## config.mk

```make
export PLATFORM = sky130hd
export DESIGN_NAME = nibble_wr_target
export DESIGN_NICKNAME = d
export VERILOG_FILES = /design/src/rtl/nwt_pkg.sv /design/src/rtl/nwt_seq.sv /design/src/rtl/nwt_capture.sv /design/src/rtl/nwt_drive.sv /design/src/rtl/nibble_wr_target.sv
export SDC_FILE = /design/constraint.sdc
export NUM_CORES = 1
export LEC_CHECK = 0
export BUFFER_PORTS_ARGS = -buffer_cell sky130_fd_sc_hd__buf_2
export CELL_PAD_IN_SITES_DETAIL_PLACEMENT = 0
export CELL_PAD_IN_SITES_GLOBAL_PLACEMENT = 1
export CORE_AREA = 3 3 72 74
export DETAILED_ROUTE_END_ITERATION = 16
export DIE_AREA = 0 0 75 77
export PLACE_DENSITY_LB_ADDON = 0.05
export SLEW_MARGIN = 20
export SYNTH_ARGS = -nofsm -noshare
export SYNTH_HDL_FRONTEND = slang
export SYNTH_SLANG_ARGS = --single-unit
```

## constraint.sdc

```tcl
create_clock -name clk -period 3 [get_ports clk]
set_input_delay 0.6 -clock clk [delete_from_list [all_inputs] [get_ports clk]]
set_output_delay 0.6 -clock clk [all_outputs]
set_load 0.005 [all_outputs]
```

## src/rtl/nwt_pkg.sv

```systemverilog
package nwt_pkg;

    localparam int NIB_W = 4;

    localparam logic [NIB_W-1:0] START_MEM = 4'b1110;
    localparam logic [NIB_W-1:0] SIZE_ONE  = 4'b0000;
    localparam logic [NIB_W-1:0] SYNC_RDY  = 4'b0000;
    localparam logic [NIB_W-1:0] NIB_ONES  = 4'b1111;

    typedef enum logic [3:0] {
        ST_IDLE,
        ST_START,
        ST_ADDR,
        ST_SIZE,
        ST_DLO,
        ST_DHI,
        ST_TAR0,
        ST_TAR1,
        ST_SYNC,
        ST_TEND
    } nwt_state_e;

    function automatic logic is_mem_start(input logic [NIB_W-1:0] nib);
        return nib == START_MEM;
    endfunction

    function automatic logic target_drives(input nwt_state_e st);
        return (st == ST_SYNC) || (st == ST_TEND);
    endfunction

endpackage

```

## src/rtl/nwt_seq.sv

```systemverilog
module nwt_seq
    import nwt_pkg::*;
#(
    parameter int ADDR_NIBS = 7,
    localparam int CNT_W = (ADDR_NIBS > 1) ? $clog2(ADDR_NIBS) : 1
) (
    input  logic             clk,
    input  logic             rst,
    input  logic             frm_n,
    input  logic [NIB_W-1:0] nib_in,
    input  logic [NIB_W-1:0] dev_id,
    output nwt_state_e       state
);

    nwt_state_e state_nxt;
    logic [CNT_W-1:0] cnt_q, cnt_nxt;

    always_comb begin
        state_nxt = state;
        cnt_nxt   = cnt_q;
        if (!frm_n) begin
            state_nxt = is_mem_start(nib_in) ? ST_START : ST_IDLE;
        end else begin
            unique case (state)
                ST_IDLE:  state_nxt = ST_IDLE;
                ST_START: begin
                    state_nxt = (nib_in == dev_id) ? ST_ADDR : ST_IDLE;
                    cnt_nxt   = '0;
                end
                ST_ADDR: begin
                    if (cnt_q == CNT_W'(ADDR_NIBS - 1)) state_nxt = ST_SIZE;
                    else                                cnt_nxt   = cnt_q + 1'b1;
                end
                ST_SIZE:  state_nxt = (nib_in == SIZE_ONE) ? ST_DLO : ST_IDLE;
                ST_DLO:   state_nxt = ST_DHI;
                ST_DHI:   state_nxt = ST_TAR0;
                ST_TAR0:  state_nxt = ST_TAR1;
                ST_TAR1:  state_nxt = ST_SYNC;
                ST_SYNC:  state_nxt = ST_TEND;
                ST_TEND:  state_nxt = ST_IDLE;
                default:  state_nxt = ST_IDLE;
            endcase
        end
    end

    always_ff @(posedge clk) begin
        if (rst) begin
            state <= ST_IDLE;
            cnt_q <= '0;
        end else begin
            state <= state_nxt;
            cnt_q <= cnt_nxt;
        end
    end

endmodule

```

## src/rtl/nwt_capture.sv

```systemverilog
module nwt_capture
    import nwt_pkg::*;
#(
    parameter int ADDR_NIBS = 7,
    localparam int ADDR_W = ADDR_NIBS * NIB_W
) (
    input  logic              clk,
    input  logic              rst,
    input  logic              frm_n,
    input  logic [NIB_W-1:0]  nib_in,
    input  nwt_state_e        state,
    output logic [ADDR_W-1:0] addr,
    output logic [7:0]        data
);

    always_ff @(posedge clk) begin
        if (rst) begin
            addr <= '0;
            data <= '0;
        end else if (frm_n) begin
            if (state == ST_ADDR) addr <= {addr[ADDR_W-NIB_W-1:0], nib_in};
            if (state == ST_DLO)  data[3:0] <= nib_in;
            if (state == ST_DHI)  data[7:4] <= nib_in;
        end
    end

endmodule

```

## src/rtl/nwt_drive.sv

```systemverilog
module nwt_drive
    import nwt_pkg::*;
(
    input  nwt_state_e       state,
    output logic [NIB_W-1:0] nib_out,
    output logic             nib_oe,
    output logic             wr_stb
);

    always_comb begin
        nib_oe  = target_drives(state);
        nib_out = (state == ST_SYNC) ? SYNC_RDY : NIB_ONES;
        wr_stb  = (state == ST_TEND);
    end

endmodule

```

## src/rtl/nibble_wr_target.sv

```systemverilog
module nibble_wr_target
    import nwt_pkg::*;
#(
    parameter int ADDR_NIBS = 7,
    localparam int ADDR_W = ADDR_NIBS * NIB_W
) (
    input  logic              clk,
    input  logic              rst,
    input  logic              frm_n,
    input  logic [3:0]        nib_in,
    input  logic [3:0]        dev_id,
    output logic [3:0]        nib_out,
    output logic              nib_oe,
    output logic              wr_stb,
    output logic [ADDR_W-1:0] wr_addr,
    output logic [7:0]        wr_data
);

    nwt_state_e state;

    nwt_seq #(.ADDR_NIBS(ADDR_NIBS)) i_seq (
        .clk    (clk),
        .rst    (rst),
        .frm_n  (frm_n),
        .nib_in (nib_in),
        .dev_id (dev_id),
        .state  (state)
    );

    nwt_capture #(.ADDR_NIBS(ADDR_NIBS)) i_cap (
        .clk    (clk),
        .rst    (rst),
        .frm_n  (frm_n),
        .nib_in (nib_in),
        .state  (state),
        .addr   (wr_addr),
        .data   (wr_data)
    );

    nwt_drive i_drv (
        .state   (state),
        .nib_out (nib_out),
        .nib_oe  (nib_oe),
        .wr_stb  (wr_stb)
    );

endmodule

```

### Yosys cells after proc, flatten, opt, wreduce, memory -nomap -nowiden

Cells that the tools add are included.

* multiplexer cells: 9
* equal/unequal tests: 14
* reduce and logical (&&, ||, !) cells: 7
* add/sub/neg operators: 1

Operators by type and width (count)
* $pmux W4 S8: 1
* $eq A4 B3 Y1 const B: 4
* $eq A4 B4 Y1 const B: 3
* $mux W4: 3
* $eq A4 B2 Y1 const B: 2
* $mux W3: 2
* $pmux W3 S2: 1
* $reduce_and A2 Y1: 3
* $eq A4 B1 Y1 const B: 1
* $eq A4 B4 Y1: 1
* $logic_not A4 Y1: 1
* $add A3 B1 Y3 const B: 1
* $eq A3 B3 Y1 const B: 1
* $ne A3 B3 Y1 const B: 1
* $reduce_and A3 Y1: 1
* $mux W2: 1
* $ne A2 B2 Y1 const B: 1
* $reduce_bool A2 Y1: 1
* $logic_or A1 B1 Y1: 1
* $mux W1: 1

* input bits: 11
* register bits after elaboration: 43

### Depth between registers and ports, before layout

Gate-level depths: netlist of the first run.

* depth in word-level cells: 4
* depth in mapped cells: 7
* depth with buffers taken out: 6

### Modules after synthesis

A second synthesis of the first run with hierarchy kept.

* cells, all modules: 183
* area total of the unflattened synthesis: 1925.6 um2

By module, submodules not included
* nwt_capture: times used 1, cells an instance 125, seq. area each 720.7 um2, area an instance 1431.4 um2
* nwt_seq: times used 1, cells an instance 52, seq. area each 140.1 um2, area an instance 441.7 um2
* nwt_drive: times used 1, cells an instance 6, seq. area each 0.0 um2, area an instance 52.6 um2

### Worst setup path before layout of the first run

Ideal clock, no wire load.

* path kind: reg-to-output
* from: register i_seq.state[2]
* to: output nib_out[1]
* required time: 2400 ps
* arrival: 1128 ps
* setup slack: 1272 ps
* stages on the path, launching flop included: 6
* cell sequence: dfxtp_1 -> buf_6 -> nor2_1 -> nand2_1 -> or2_2 -> buf_4

* longest elaborated chain between the ends: 2

RTL lines
* from (decl): RTL line nwt_seq.sv:12 `output nwt_state_e state`
* from (signal assigned): RTL line nwt_seq.sv:51 `state <= state_nxt;`
* $eq A4 B4 Y1: RTL line nwt_drive.sv:12 `nib_out = (state == ST_SYNC) ? SYNC_RDY : NIB_ONES;`
* $mux W4: RTL line nwt_drive.sv:12
* to (decl): RTL line nibble_wr_target.sv:12 `output logic [3:0] nib_out,`

No other way between the ends.

### Worst setup path after layout of the first run

* from: register i_seq.state[2]
* to: output nib_out[0]

The elaborated chain is that of the path after synthesis.

==> impl_metrics.json, run 1 <==
{
  "outcome": "finished clean",
  "drtAntennaViolNets": 0,
  "slew_headroom": 0.6752,
  "antenna_found_initial": 0,
  "io_pins": 53,
  "finalSetupViolCount": 0,
  "yosys_register_bits": 43,
  "nNetsFinal": 268,
  "wire_per_inst_um": 12.86,
  "synth_fp_nets": 223,
  "pwr-share-comb": 0.031,
  "clk_pin_slew_worst_paths_ns": 0.09,
  "power_density_nw_per_um2": 493.0,
  "grt_max_degree": 31,
  "min_path_type": "reg2reg",
  "place.gp.congestion": 0.7604,
  "max_freq_mhz": 476.7,
  "leakage_nw": 0.9061,
  "cap_violations": 0,
  "syn_avg_cell_area_um2": 8.472,
  "synth_top_family_by_area": "simple AND/OR/NAND/NOR gates",
  "seq_power_share": 0.542,
  "clk_latency_ns": 0.29,
  "fillers": 484,
  "cts_tree": "done",
  "worst_pin_slew_ns": 0.4872,
  "clkPwrFrac": 0.427,
  "start_util": 0.3817,
  "skew_ns": 0.006753,
  "synth_flop_cell": "dfxtp_1",
  "ys_top_cells_by_area": "dfxtp_1 (48%), nand2_1 (13%), a21oi_1 (9.0%)",
  "hold_viol": 0,
  "syn2layout_area_growth_pct": 19.97,
  "die_h_um": 77,
  "p_sw_mw": 0.2224,
  "cts_num_sinks": 43,
  "grt_pass1_vias": 1385,
  "period_share": 0.6992,
  "clk_path_buf_depth": 2,
  "cts_resized": 0,
  "slew_viol_final": 0,
  "wl_um": 3986,
  "hold_buffers": 0,
  "yosysTopAreaCell": "dfxtp_1",
  "drt_iter0_drc": 93,
  "setup_tns_ns": 0,
  "synth_xor_area_frac": 0.02461,
  "dp_hpwl_um": 2657,
  "ys_types": 33,
  "arrival_ns": 1.50,
  "worstSetupPathType": "reg2out",
  "yosysMostFrequentCell": "nand2_1",
  "muxShareOfSynthArea": 0.04501,
  "min_period_ns": 2.098,
  "cts_made_buffers": 5,
  "cts_setup_buffers": 0,
  "dieArea_um2": 5775,
  "core_area_um2": 4661,
  "rsz0062_at_grt": "false",
  "cp-start-kind": "register",
  "grt_pass1_wl_um": 6534,
  "groute.usage.overall": 0.1446,
  "yosys-top-cells-count": "nand2_1 (61), dfxtp_1 (43), a21oi_1 (32)",
  "synth_compound_area_frac": 0.1160,
  "root_buffer": "clkbuf_8",
  "overflow": 0,
  "ys_warn_count": 0,
  "diodes": 0,
  "synth-edff-count": 0,
  "worstPathMaxFanout": 8,
  "cp_data_required_time_ns": 2.40,
  "dr.pass1.iters": 4,
  "drive_above_1_share": 0.2578,
  "synthSimpleGateAreaFrac": 0.2518,
  "core.rowCount": 25,
  "total_power_mw": 1.052,
  "dp.cells": 302,
  "vias_per_cell": 4.813,
  "fin_cells": 310,
  "intPower_mw": 0.8298,
  "io_buffers": 52,
  "route.vias.total": 1492,
  "syn-instance-count": 210,
  "switching_share": 0.2114,
  "synth_adder_area_share": 0.01406,
  "synth_top_area_frac": 0.4838,
  "htreeDepth": 2,
  "worstSetupEndpointType": "output port",
  "vdd_drop_max_v": 0.0002913,
  "synth_area_um2": 1779,
  "synthArstFlopShare": 0,
  "die_x_um": 75,
  "drc_errors": 0,
  "ys_seq_area_frac": 0.4838
}
==> power by group through the flow <==
stage | registers (mW) | clock network (mW) | logic [mW]
floorplan | 0.584 | 0 | 0.0166
global placement | 0.584 | 0 | 0.0328
detailed placement | 0.584 | 0 | 0.0333
CTS | 0.571 | 0.469 | 0.0333
global route | 0.571 | 0.490 | 0.0367
finish | 0.571 | 0.449 | 0.0327
==> per-stage QoR <==
stage	instance area [um^2]	hold slack, ns	util	setup WS, ns
after floorplan	1779	0.4527	-	1.272
after global placement	2022	0.4412	0.4338	1.143
after detailed placement	2022	0.4446	0.4338	1.115
after CTS	2135	0.4578	0.4580	0.8831
after global routing	2135	0.4863	0.4580	0.7885
final	2135	0.4544	0.4580	0.9023
==> final timing paths <==
| check | startpoint | to | slack [ns] | cells past startpoint |
|---|---|---|---|---|
| setup / recovery | i_seq.state[2] | nib_out[0] | 0.90 | 4 |
| hold / removal | i_cap.addr[24] | i_cap.addr[24] | 0.45 | 2 |
| setup reg to reg | i_seq.state[2] | i_seq.cnt_q[2] | 1.23 | 4 |
| hold reg to reg | i_cap.addr[24] | i_cap.addr[24] | 0.45 | 2 |
==> state kept, by name, indices dropped and copies added, names as in the netlist <==
name         cells
i_seq.state      4
i_seq.cnt_q      3
i_cap.addr      28
i_cap.data       8
==> worst max-delay path: stages (launching register included) <==
cell and delay [ns]:
dfxtp_1 0.41, nor2_1 0.23, nand2_1 0.11, or2_2 0.32, buf_2 0.13
==> metal layers <==
metal  wire [um]  share of wire  global-route usage
met3         194          0.049             0.04325
met1        2021           0.51              0.1989
met4          15         0.0038             0.03737
met2        1755           0.44              0.2186
met5           0              0                   0
==> cells in the final DEF, fill, tap and decap left out, drive strengths merged <==
cell	n
nand2b	2
o21ai	1
and4b	2
a21boi	1
o32ai	1
nand2	61
dfxtp	43
nor2	12
inv	4
mux2i	8
or3	1
buf	54
nand3	2
nand3b	1
clkbuf	5
a31o	1
nand4b	1
nor3	2
bufinv	1
and3	2
xor2	1
ha	2
and2	1
nor4b	4
o21a	1
clkinv	2
or4	2
xnor2	4
a21oi	32
or2	1
a41oi	1
==> final cells by class <==
class	count	area, um^2	area share
Tap cell	54	67.56	0.03165
Clock buffer	5	68.82	0.03224
Timing Repair Buffer	54	275.3	0.1290
Multi-Input combinational cell	147	803.3	0.3763
Sequential cell	43	860.8	0.4033
Inverter	4	15.01	0.007034
Clock inverter	3	43.79	0.02052
==> cell families after synthesis <==
family	count (synthesis)
AOI/OAI and AO/OA	38
xor gates and xnor gates	5
adders and majority gates	2
buffers and inverters	20
DFF	43
muxes	8
and+or+nand+nor	94
Power figures use the tool's default switching activity.
==> run 2, diff against run 1 <==
--- a/config.mk
+++ b/config.mk
@@ -8,9 +8,9 @@
 export BUFFER_PORTS_ARGS = -buffer_cell sky130_fd_sc_hd__buf_2
 export CELL_PAD_IN_SITES_DETAIL_PLACEMENT = 0
 export CELL_PAD_IN_SITES_GLOBAL_PLACEMENT = 1
-export CORE_AREA = 3 3 72 74
+export CORE_AREA = 3 3 78 80
 export DETAILED_ROUTE_END_ITERATION = 16
-export DIE_AREA = 0 0 75 77
+export DIE_AREA = 0 0 81 83
 export PLACE_DENSITY_LB_ADDON = 0.05
 export SLEW_MARGIN = 20
 export SYNTH_ARGS = -nofsm -noshare
==> constraint.sdc (replaced) <==
create_clock -name clk -period 1.9 [get_ports clk]
set_input_delay 0.38 -clock clk [delete_from_list [all_inputs] [get_ports clk]]
set_output_delay 0.38 -clock clk [all_outputs]
set_load 0.005 [all_outputs]
==> run 2 against run 1 <==
Against the previous run:
- non-clock buffer count up 3
- first-iteration DRC count up 5.4%
- die area up 16%
- register-to-register slack got worse by 0.95 ns
- largest power group unchanged
==> impl_metrics.json, run 2 (same netlist as run 1, synthesis figures left out) <==
{
  "seqCellArea_um2": 863.3,
  "wire_per_inst_um": 12.50,
  "grt_max_degree": 29,
  "hold_viol": 0,
  "syn2layout_area_growth_pct": 21.94,
  "finalHoldWorstSlack_ns": 0.3822,
  "cp_data_required_time_ns": 1.52,
  "clk_pin_slew_worst_paths_ns": 0.09,
  "cts_num_sinks": 43,
  "cp-start-kind": "register",
  "arrival_ns": 1.38,
  "die_h_um": 83,
  "drtAntennaViolNets": 0,
  "fillers": 610,
  "grt_pass1_vias": 1468,
  "groute.usage.overall": 0.1286,
  "min_period_ns": 1.759,
  "total_power_mw": 1.532,
  "top_regs": "i_cap.addr (28), i_cap.data (8), i_seq.state (4)",
  "vias_per_cell": 4.580,
  "post-place-ws_ns": 0.2288,
  "antenna_found_initial": 0,
  "diodes": 0,
  "cts_made_buffers": 5,
  "drive_above_1_share": 0.2741,
  "root_buffer": "clkbuf_8",
  "start_util": 0.3251,
  "drt_iter0_drc": 98,
  "nNetsFinal": 271,
  "min_path_type": "in2reg",
  "setup_tns_ns": 0,
  "overflow": 0,
  "io_buffers": 52,
  "clk_latency_ns": 0.29,
  "final_cell_mix": "nand2_1 (61), buf_2 (52), dfxtp_1 (41)",
  "setup_ws_ns": 0.1409,
  "drc_errors": 0,
  "largest_reg_flops": 28,
  "core_area_um2": 5473,
  "final_common_cell": "nand2_1",
  "r2r_setup_slack_ns": 0.28,
  "power_density_nw_per_um2": 706.2,
  "fin_util": 0.3964,
  "period_share": 0.9259,
  "dp_hpwl_um": 2869,
  "outcome": "finished clean",
  "dieArea_um2": 6723,
  "io_pins": 53,
  "worstSetupEndpointType": "output port",
  "rsz0062_at_grt": "false",
  "clk_path_buf_depth": 2,
  "max_freq_mhz": 568.5,
  "cts_setup_buffers": 0,
  "htreeDepth": 2,
  "slew_headroom": 0.6863,
  "multiInputGateArea_um2": 805.8,
  "wl_um": 4138,
  "route.vias.total": 1516,
  "rr_worst_depth": 4,
  "worstSetupPathType": "reg2out",
  "worstPathMaxFanout": 6,
  "skew_ns": 0.006664,
  "hold_buffers": 0,
  "hold_depth": 3,
  "core.rowCount": 27,
  "dr.pass1.iters": 4,
  "slew_viol_final": 0,
  "worst_pin_slew_ns": 0.4688,
  "die_x_um": 81,
  "grt_pass1_wl_um": 7003,
  "finalSetupViolCount": 0,
  "leakage_nw": 0.9089,
  "top_register": "i_cap.addr",
  "cts_tree": "done",
  "place.gp.congestion": 0.7386,
  "cap_violations": 0,
  "vdd_drop_max_v": 0.0002877
}
==> run 2: critical path, stage by stage (launching register included) <==
cell	delay, ns
dfxtp_1	0.36
nor2_2	0.18
nand2_1	0.10
or2_2	0.31
buf_2	0.13
==> run 2: what timing repair did <==
action / 4_1_cts / 5_1_grt
resized for setup: 1 / 2
pin swaps: 0 / 1
endpoints found under the setup margin: 4 / 4
==> run 2: path summary, 6_finish.rpt <==
path / to / start
setup / recovery: nib_out[2] / i_seq.state[1]
hold / removal: i_cap.addr[2] / nib_in[2]
setup reg to reg: i_seq.cnt_q[1] / i_seq.state[0]
hold reg to reg: i_cap.addr[26] / i_cap.addr[26]
==> run 2: per-stage QoR <==
| step | area (um^2) | cells |
|---|---|---|
| after global placement | 2079 | 323 |
| after detailed placement | 2079 | 323 |
| after floorplan | 1779 | 210 |
| after global routing | 2170 | 331 |
| final | 2170 | 331 |
| after CTS | 2167 | 331 |
==> run 2: final cells by class <==
class                   count  area share
repair buffers             57      0.1430
clock buffers               6     0.03345
multi-input cells         147      0.3714
flip-flops and latches     43      0.3979
clock inverters             2    0.005767
inverters                   4    0.006920
well taps                  72     0.04152
==> run 2: power breakdown <==
| part | internal [mW] | switching (mW) |
|---|---|---|
| Clock | 0.257 | 0.319 |
| Combinational | 0.0211 | 0.0336 |
| Sequential | 0.900 | 0.000565 |
| Total | 1.18 | 0.353 |
==> run 2: routing by layer <==
layer / global-route usage / routed length (um)
met5: 0 / 0
met4: 0.03687 / 23
met3: 0.04121 / 195
met2: 0.1875 / 1856
met1: 0.1802 / 2063
==> run 3, diff against run 2 <==
--- a/config.mk
+++ b/config.mk
@@ -8,10 +8,11 @@
 export BUFFER_PORTS_ARGS = -buffer_cell sky130_fd_sc_hd__buf_2
 export CELL_PAD_IN_SITES_DETAIL_PLACEMENT = 0
 export CELL_PAD_IN_SITES_GLOBAL_PLACEMENT = 1
-export CORE_AREA = 3 3 78 80
+export CORE_AREA = 3 3 74 76
 export DETAILED_ROUTE_END_ITERATION = 16
-export DIE_AREA = 0 0 81 83
-export PLACE_DENSITY_LB_ADDON = 0.05
+export DIE_AREA = 0 0 77 79
+export GPL_ROUTABILITY_DRIVEN = 1
+export PLACE_DENSITY = 0.82
 export SLEW_MARGIN = 20
 export SYNTH_ARGS = -nofsm -noshare
 export SYNTH_HDL_FRONTEND = slang
==> constraint.sdc (replaced) <==
create_clock -name clk -period 2 [get_ports clk]
set_input_delay 0.4 -clock clk [delete_from_list [all_inputs] [get_ports clk]]
set_output_delay 0.4 -clock clk [all_outputs]
set_load 0.005 [all_outputs]
==> run 3 against run 2 <==
Against the previous run:
- non-clock buffer count is 2 lower
- core utilization rose by 5.8 points
- global-route usage about the same
- final area grew 0.17%
- highest routed layer unchanged
==> impl_metrics.json, run 3 (same netlist as run 1, synthesis figures left out) <==
{
  "outcome": "finished clean",
  "cp-start-kind": "register",
  "arrival_ns": 1.45,
  "drive_above_1_share": 0.2646,
  "route.vias.total": 1505,
  "io_pins": 53,
  "wl_um": 3822,
  "final_cell_mix": "nand2_1 (61), buf_2 (52), dfxtp_1 (43)",
  "clk_latency_ns": 0.30,
  "start_util": 0.3718,
  "grt_pass1_wl_um": 6258,
  "worstSetupPathType": "reg2out",
  "hp-start": "nib_in[1]",
  "dr.pass1.iters": 4,
  "seqCellArea_um2": 860.8,
  "drt_iter0_drc": 77,
  "cap_violations": 0,
  "worst_pin_slew_ns": 0.4155,
  "cts_setup_buffers": 0,
  "place.gp.congestion": 0.7329,
  "grt_pass1_vias": 1377,
  "min_path_type": "in2reg",
  "core.rowCount": 25,
  "hold_viol": 0,
  "worstSetupEndpointType": "output port",
  "clk_path_buf_depth": 2,
  "cp_data_required_time_ns": 1.60,
  "leakage_nw": 0.9152,
  "path_cells": "nor2_2 -> nand2_1 -> or2_2 -> buf_2",
  "overflow": 0,
  "dieArea_um2": 6083,
  "top_register": "i_cap.addr",
  "die_h_um": 79,
  "path_delay_family": "simple AND/OR/NAND/NOR gates",
  "cts_tree": "done",
  "setup_tns_ns": 0,
  "rr_worst_depth": 4,
  "diodes": 0,
  "wire_per_inst_um": 11.80,
  "rsz0062_at_grt": "false",
  "vias_per_cell": 4.645,
  "drtAntennaViolNets": 0,
  "critPathBufInv": 1,
  "worstPathMaxFanout": 8,
  "slowest_delay_ns": 0.42,
  "worst_r2r_startpoint": "i_seq.state[0]",
  "reg2reg_to": "i_seq.cnt_q[1]",
  "finalSetupViolCount": 0,
  "drc_errors": 0,
  "htreeDepth": 2,
  "cp_slowest_cell": "dfxtp_1",
  "slew_headroom": 0.7220,
  "slew_viol_final": 0,
  "nNetsFinal": 269,
  "cts_num_sinks": 43,
  "dp_hpwl_um": 2617,
  "worstHoldEndpoint": "i_cap.addr[1]",
  "period_share": 0.9249,
  "min_period_ns": 1.850,
  "grt_max_degree": 33,
  "max_freq_mhz": 540.6,
  "finalHoldWorstSlack_ns": 0.3944,
  "io_buffers": 52,
  "core_area_um2": 4786,
  "largest_reg_flops": 28,
  "groute.usage.overall": 0.1285,
  "top_regs": "i_cap.addr (28), i_cap.data (8), i_seq.state (4)",
  "cts_resized": 0,
  "cts_made_buffers": 5,
  "antenna_found_initial": 0,
  "fillers": 509,
  "multiInputGateArea_um2": 805.8,
  "vdd_drop_max_v": 0.0003696,
  "final_common_cell": "nand2_1",
  "root_buffer": "clkbuf_8",
  "die_x_um": 77,
  "hold_depth": 3,
  "skew_ns": 0.006408,
  "clk_pin_slew_worst_paths_ns": 0.08,
  "syn2layout_area_growth_pct": 22.15,
  "r2r_setup_slack_ns": 0.36,
  "hold_buffers": 0,
  "power_density_nw_per_um2": 725.5
}
-- run 3: cell count changes in the layout (fill, tap and decap cells not counted) --
cell / delta
buf_4: -2
dfxtp_1: +2
dfxtp_2: -2
bufinv_16: +1
clkbuf_1: -1
clkinv_4: +1
clkinvlp_4: -1
-- run 3: layout make-up --
| type | count | share of cell area |
|---|---|---|
| inverter | 4 | 0.006908 |
| tap | 67 | 0.03857 |
| multi-input combinational | 147 | 0.3708 |
| clock inverter | 3 | 0.02015 |
| timing repair buffer | 55 | 0.1359 |
| sequential | 43 | 0.3961 |
| clock buffer | 5 | 0.03166 |
-- run 3: worst max-delay path by stage --
stage	start	to	slack [ns]	cells after the start
detailed placement	frm_n	i_seq.cnt_q[1]	0.31	5
global placement	frm_n	i_seq.cnt_q[1]	0.35	5
global route	i_seq.state[2]	nib_out[0]	0.01	4
floorplan	i_seq.state[2]	nib_out[1]	0.47	5
finish	i_seq.state[2]	nib_out[1]	0.15	4
CTS	i_seq.state[2]	nib_out[1]	0.09	4
-- run 3: report_power, final --
group | switching (mW) | leakage (nW) | internal (mW)
combinational | 0.0300 | 0.511 | 0.0175
sequential | 0.000577 | 0.346 | 0.855
clock | 0.302 | 0.0581 | 0.372
-- run 3: layer usage --
| metal | up-vias | global-route usage | share of wire |
|---|---|---|---|
| met5 | - | 0 | 0 |
| met4 | 0 | 0.05338 | 0.017 |
| met3 | 6 | 0.04535 | 0.062 |
| met2 | 37 | 0.2125 | 0.45 |
| met1 | 676 | 0.1520 | 0.47 |
| li1 | 786 | - | - |
-- run 3: per-stage QoR --
step / total power [mW] / util / setup WS (ns) / cell area [um^2] / std cells
after detailed placement: 0.9243 / 0.4301 / 0.3093 / 2058 / 316
after global routing: 1.650 / 0.4541 / 0.01187 / 2173 / 324
final: 1.577 / 0.4541 / 0.1503 / 2173 / 324
after floorplan: 0.9010 / - / 0.4723 / 1779 / 210
after CTS: 1.600 / 0.4536 / 0.08568 / 2171 / 324
after global placement: 0.9245 / 0.4301 / 0.3456 / 2058 / 316
-- run 3: worst reg2reg max path: stages (launching register included) --
cell and delay, ns:
dfxtp_1 0.52, nand2b_1 0.13, or4_1 0.49, and4b_1 0.22, a31o_1 0.17
